### src/rtl/phy_seq_pkg.sv
package phy_seq_pkg;

  typedef enum logic [1:0] {
    ST_IDLE   = 2'd0,
    ST_ASSERT = 2'd1,
    ST_BOOT   = 2'd2,
    ST_READY  = 2'd3
  } seq_state_e;

  // Convert a microsecond duration to clock cycles, never below one cycle.
  function automatic int unsigned us_to_cyc(input longint unsigned clk_hz,
                                            input longint unsigned dur_us);
    longint unsigned c;
    c = (clk_hz * dur_us) / 64'd1_000_000;
    if (c == 0) c = 1;
    return int'(c);
  endfunction

endpackage

### src/rtl/phy_seq_timer.sv
module phy_seq_timer #(
  parameter int unsigned CNT_W = 8
) (
  input  logic             clk,
  input  logic             rst,
  input  logic             clear_i,
  input  logic             en_i,
  input  logic [CNT_W-1:0] last_i,
  output logic             done_o
);
  logic [CNT_W-1:0] cnt_q;

  always_ff @(posedge clk) begin
    if (rst || clear_i) cnt_q <= '0;
    else if (en_i)      cnt_q <= cnt_q + 1'b1;
  end

  assign done_o = en_i && (cnt_q == last_i);
endmodule

### src/rtl/phy_seq_fsm.sv
module phy_seq_fsm
  import phy_seq_pkg::*;
(
  input  logic       clk,
  input  logic       rst,
  input  logic       start_i,
  input  logic       done_i,
  output seq_state_e state_o,
  output logic       cold_o,
  output logic       clear_o,
  output logic       pin_o,
  output logic       ready_o
);
  seq_state_e state_q, state_d;
  logic       cold_q, cold_d;
  logic       pin_q, ready_q;

  always_comb begin
    state_d = state_q;
    cold_d  = cold_q;
    clear_o = 1'b0;
    case (state_q)
      ST_IDLE: begin
        state_d = ST_ASSERT;
        clear_o = 1'b1;
      end
      ST_ASSERT: if (done_i) begin
        state_d = ST_BOOT;
        clear_o = 1'b1;
      end
      ST_BOOT: if (done_i) begin
        state_d = ST_READY;
        clear_o = 1'b1;
      end
      default: ;
    endcase
    if (start_i) begin
      state_d = ST_ASSERT;
      cold_d  = 1'b0;
      clear_o = 1'b1;
    end
  end

  always_ff @(posedge clk) begin
    if (rst) begin
      state_q <= ST_IDLE;
      cold_q  <= 1'b1;
      pin_q   <= 1'b0;
      ready_q <= 1'b0;
    end else begin
      state_q <= state_d;
      cold_q  <= cold_d;
      pin_q   <= (state_d == ST_BOOT) || (state_d == ST_READY);
      ready_q <= (state_d == ST_READY);
    end
  end

  assign state_o = state_q;
  assign cold_o  = cold_q;
  assign pin_o   = pin_q;
  assign ready_o = ready_q;
endmodule

### src/rtl/phy_seq_gate.sv
module phy_seq_gate #(
  parameter int unsigned CMD_W = 16
) (
  input  logic             clk,
  input  logic             rst,
  input  logic             ready_i,
  input  logic             req_valid_i,
  input  logic [CMD_W-1:0] req_cmd_i,
  output logic             req_ready_o,
  output logic             fwd_valid_o,
  output logic [CMD_W-1:0] fwd_cmd_o,
  input  logic             fwd_ready_i,
  output logic             rsp_err_o
);
  logic err_q;

  assign fwd_valid_o = req_valid_i && ready_i;
  assign fwd_cmd_o   = req_cmd_i;
  assign req_ready_o = ready_i ? fwd_ready_i : 1'b1;

  always_ff @(posedge clk) begin
    if (rst) err_q <= 1'b0;
    else     err_q <= req_valid_i && !ready_i;
  end

  assign rsp_err_o = err_q;
endmodule

### src/rtl/phy_reset_seq.sv
module phy_reset_seq
  import phy_seq_pkg::*;
#(
  parameter int unsigned CLK_HZ    = 50_000_000,
  parameter int unsigned ASSERT_US = 25,
  parameter int unsigned COLD_US   = 50_000,
  parameter int unsigned WARM_US   = 3_000,
  parameter int unsigned CMD_W     = 16
) (
  input  logic             clk,
  input  logic             rst,
  input  logic             start_i,
  output logic             phy_rst_n_o,
  output logic             ready_o,
  input  logic             req_valid_i,
  input  logic [CMD_W-1:0] req_cmd_i,
  output logic             req_ready_o,
  output logic             fwd_valid_o,
  output logic [CMD_W-1:0] fwd_cmd_o,
  input  logic             fwd_ready_i,
  output logic             rsp_err_o
);
  localparam int unsigned ASSERT_CYC = us_to_cyc(CLK_HZ, ASSERT_US);
  localparam int unsigned COLD_CYC   = us_to_cyc(CLK_HZ, COLD_US);
  localparam int unsigned WARM_CYC   = us_to_cyc(CLK_HZ, WARM_US);
  localparam int unsigned BOOT_MAX   = (COLD_CYC > WARM_CYC) ? COLD_CYC : WARM_CYC;
  localparam int unsigned MAX_CYC    = (BOOT_MAX > ASSERT_CYC) ? BOOT_MAX : ASSERT_CYC;
  localparam int unsigned CNT_W      = $clog2(MAX_CYC + 1);

  localparam logic [CNT_W-1:0] LAST_ASSERT = CNT_W'(ASSERT_CYC - 1);
  localparam logic [CNT_W-1:0] LAST_COLD   = CNT_W'(COLD_CYC - 1);
  localparam logic [CNT_W-1:0] LAST_WARM   = CNT_W'(WARM_CYC - 1);

  seq_state_e       state;
  logic             cold, clear, done, ready;
  logic             timing_en;
  logic [CNT_W-1:0] last_sel;

  assign timing_en = (state == ST_ASSERT) || (state == ST_BOOT);

  always_comb begin
    if (state == ST_ASSERT) last_sel = LAST_ASSERT;
    else if (cold)          last_sel = LAST_COLD;
    else                    last_sel = LAST_WARM;
  end

  phy_seq_timer #(.CNT_W(CNT_W)) u_timer (
    .clk     (clk),
    .rst     (rst),
    .clear_i (clear),
    .en_i    (timing_en),
    .last_i  (last_sel),
    .done_o  (done)
  );

  phy_seq_fsm u_fsm (
    .clk     (clk),
    .rst     (rst),
    .start_i (start_i),
    .done_i  (done),
    .state_o (state),
    .cold_o  (cold),
    .clear_o (clear),
    .pin_o   (phy_rst_n_o),
    .ready_o (ready)
  );

  phy_seq_gate #(.CMD_W(CMD_W)) u_gate (
    .clk         (clk),
    .rst         (rst),
    .ready_i     (ready),
    .req_valid_i (req_valid_i),
    .req_cmd_i   (req_cmd_i),
    .req_ready_o (req_ready_o),
    .fwd_valid_o (fwd_valid_o),
    .fwd_cmd_o   (fwd_cmd_o),
    .fwd_ready_i (fwd_ready_i),
    .rsp_err_o   (rsp_err_o)
  );

  assign ready_o = ready;
endmodule

### config.mk
export PLATFORM = sky130hd
export DESIGN_NAME = phy_reset_seq
export DESIGN_NICKNAME = d
export VERILOG_FILES = /design/src/rtl/phy_seq_pkg.sv /design/src/rtl/phy_seq_timer.sv /design/src/rtl/phy_seq_fsm.sv /design/src/rtl/phy_seq_gate.sv /design/src/rtl/phy_reset_seq.sv
export SDC_FILE = /design/constraint.sdc
export NUM_CORES = 1
export LEC_CHECK = 0
export BUFFER_PORTS_ARGS = -buffer_cell sky130_fd_sc_hd__buf_4
export CORE_UTILIZATION = 52
export DETAILED_ROUTE_END_ITERATION = 10
export PLACE_DENSITY = 0.88
export SETUP_SLACK_MARGIN = 0.05
export SLEW_MARGIN = 20
export SYNTH_ARGS = -nofsm -noshare
export SYNTH_HDL_FRONTEND = slang
export SYNTH_SLANG_ARGS = --single-unit
### constraint.sdc
create_clock -name clk -period 3 [get_ports clk]
set_input_delay 0.3 -clock clk [delete_from_list [all_inputs] [get_ports clk]]
set_output_delay 0.3 -clock clk [all_outputs]
set_load 0.02 [all_outputs]
==> reports/qor.yml <==
status: "finished, violations left"
violations: "design-rule violations"
setup_violations: 0
syn2layout_area_growth_pct: 1.92
vias_per_cell: 5.59
cp_top_family: "compound AO/OA/AOI/OAI gates"
clockBufferDepth: 2
antennaDiodeCount: 0
power_density_mw_per_mm2: 411
gp_congestion: 0.783
yosys.area.top_type_share: 0.358
cp-start-kind: "flip-flop"
synth_cell_types: 40
antenna_left: 0
fin_crit_sh: 0.800
numCtsBuffers: 3
syn_inst: 179
synth_flop_cell: "dfxtp_1"
cp_cell_sequence: "inv_1, ha_1, nor4b_1, a31oi_1, a2111oi_4, a21oi_1, a311oi_1, o31a_1"
gr-usage-all-layers: 0.179
first_global_vias: 1103
synth-async-reset-ratio: 0
skew_ns: 0.00712
critPathLaunch: "u_fsm.state_o[1]"
synth_fp_nets: 205
holdPathStages: 2
report.final.slew_viol_count: 0
wl_um: 2680
yosys-top-cells-count: "nor2_1 (30), dfxtp_1 (28), buf_4 (18), nand2_1 (12), xnor2_1 (11)"
cts_root_buf: "clkbuf_4"
arrival_ns: 2.69
synth_area_sq_mm: 0.00157
power_leakage_uw: 0.000547
cts_setup_buffers: 0
cts.sinks: 28
cp-end-kind: "flip-flop"
cts_tree: "done"
min_from: "rst"
antenna_found_initial: 0
first_pass_iters: 7
p_sw_uw: 132
slowest_delay_ns: 0.49
yosysMostFrequentCell: "nor2_1"
via_count: 1152
grt.overflow.total: 0
worstSkewPairLatency_ns: 0.33
synthTopCellsByArea: "dfxtp_1 (36%), buf_4 (8.6%), nor2_1 (7.2%)"
die_height_um: 56.9
slew_headroom: 0.673
post_cts_resized: 0
grt_pass1_wl_um: 4610
max_clock_freq_mhz: 417
nNetsFinal: 202
yosysWarnings: 0
maxCapViolCount: 0
power.share.clock: 0.377
hold_class: "primary input to flip-flop"
fp.dieW_um: 56.9
ys_ff_latch: 28
htree_num_levels: 1
netSwitchingFraction: 0.201
final-hold-violation-count: 0
drive_gt1_frac: 0.154
drt_iter0_drc: 49
wl_per_cell_um: 13.0
portBuffers: 9
seq_power_share: 0.576
cp.required_ns: 3.28
core_sq_mm: 0.00281
rsz0062_at_grt: "no"
fin_crit_ns: 2.40
r2r_setup_slack_ns: 0.60
post_dp_cell_area_sq_mm: 0.00155
multi_input_area_sq_um: 826
clk_pin_slew_ns: 0.14
hold_ws_ns: 0.156
syn_avg_cell_area_sq_um: 8.76
fin_ws_ns: 0.599
slowest_stage: "a2111oi_4"
final.setup.tns_ns: 0
reg2reg_to: "u_fsm.ready_o"
synth_edf_count: 0
dp_slack_ns: 0.654
synth_top_area_cell: "dfxtp_1"
worstRegToRegCells: 8
ctsHoldBuffers: 0
nFillCells: 252
finalPower_uw: 656
path_class: "flip-flop to flip-flop"
timing.rr.start: "u_fsm.state_o[1]"
worstPathMaxFanout: 10
seq_area_sq_um: 561
combPwrFrac: 0.046
vdd_drop_max_mv: 0.213
synth_seq_area_share: 0.358
drc_errors: 10
num_rows: 19
worst-path-buf-inv: 1
power.internal_uw: 524
start_util: 0.559
design_area_sq_mm: 0.00160
die-area_sq_mm: 0.00324
dp_hpwl_um: 1920
worstHoldEndpoint: "u_gate.rsp_err_o"
worst-slew-pin-transition_ns: 0.487
grt_max_degree: 17
io_pins: 42
power by group through the flow:
stage                     clock network (uW)  logic, uW  registers [uW]
final                                    248       30.3             378
after global placement                     0       29.3             386
after detailed placement                   0       30.2             386
after CTS                                253       30.4             378
after floorplan                            0       51.3             386
after global routing                     270       33.3             379
sequential cells by signal (all words and copies together) (netlist names):
| register | flops |
|---|---|
| u_fsm.cold_o | 1 |
| u_fsm.ready_o | 1 |
| u_fsm.pin_o | 1 |
| u_fsm.state_o | 2 |
| u_gate.rsp_err_o | 1 |
| u_timer.cnt_q | 22 |
worst register-to-register path: stages (launching register included):
cell and delay (ns):
dfxtp_1 0.39, inv_1 0.10, ha_1 0.31, nor4b_1 0.28
a31oi_1 0.11, a2111oi_4 0.49, a21oi_1 0.13, a311oi_1 0.35
o31a_1 0.19
worst max-delay path by stage:
stage | to | slack, ns | cells after the start
after detailed placement | u_fsm.ready_o | 0.65 | 8
after global placement | u_timer.cnt_q[13] | 0.74 | 9
after floorplan | u_timer.cnt_q[13] | 0.84 | 10
after global routing | u_fsm.state_o[0] | 0.44 | 8
final | u_fsm.ready_o | 0.60 | 8
after CTS | u_fsm.ready_o | 0.62 | 8
per-layer routing:
metal | routed length (um) | up-vias | part of all wire | global-route usage
met5 | 0 | - | 0 | 0
met4 | 47 | 0 | 0.018 | 0.0871
met3 | 119 | 4 | 0.044 | 0.0253
met2 | 1210 | 23 | 0.45 | 0.299
met1 | 1300 | 547 | 0.49 | 0.226
li1 | - | 578 | - | -
cells by family (layout without fill, tap and decap cells):
kind of cell	Yosys count	count (layout)	synth area share
fa+ha+maj	5	5	0.0399
xor+xnor	21	21	0.117
simple gates	78	78	0.265
flops	28	28	0.358
compound gates	17	17	0.0918
mux	2	2	0.0128
buf+inv	28	24	0.116
layout by cell type, fill, tap and decap left out, drive strengths merged, types with 3 or more instances in the layout:
cell / count
ha: 5
nand2: 12
dfxtp: 28
clkbuf: 3
nor2: 30
o21ai: 5
nand3: 8
inv: 8
a311oi: 3
nand2b: 3
xor2: 10
nand4: 6
xnor2: 11
buf: 12
nor3: 3
and3: 3
metrics by stage:
| stage | util | cells |
|---|---|---|
| final | 0.570 | 206 |
| after global routing | 0.570 | 206 |
| after CTS | 0.570 | 206 |
| after detailed placement | 0.551 | 202 |
| after global placement | 0.551 | 202 |
| after floorplan | - | 179 |
area by class of cell:
class | instances | area share
Sequential cell | 28 | 0.351
Clock inverter | 1 | 0.0188
Multi-Input combinational cell | 123 | 0.517
Tap cell | 31 | 0.0243
Timing Repair Buffer | 12 | 0.0564
Clock buffer | 3 | 0.0141
Inverter | 8 | 0.0188
(Power assumes the default switching activity.)
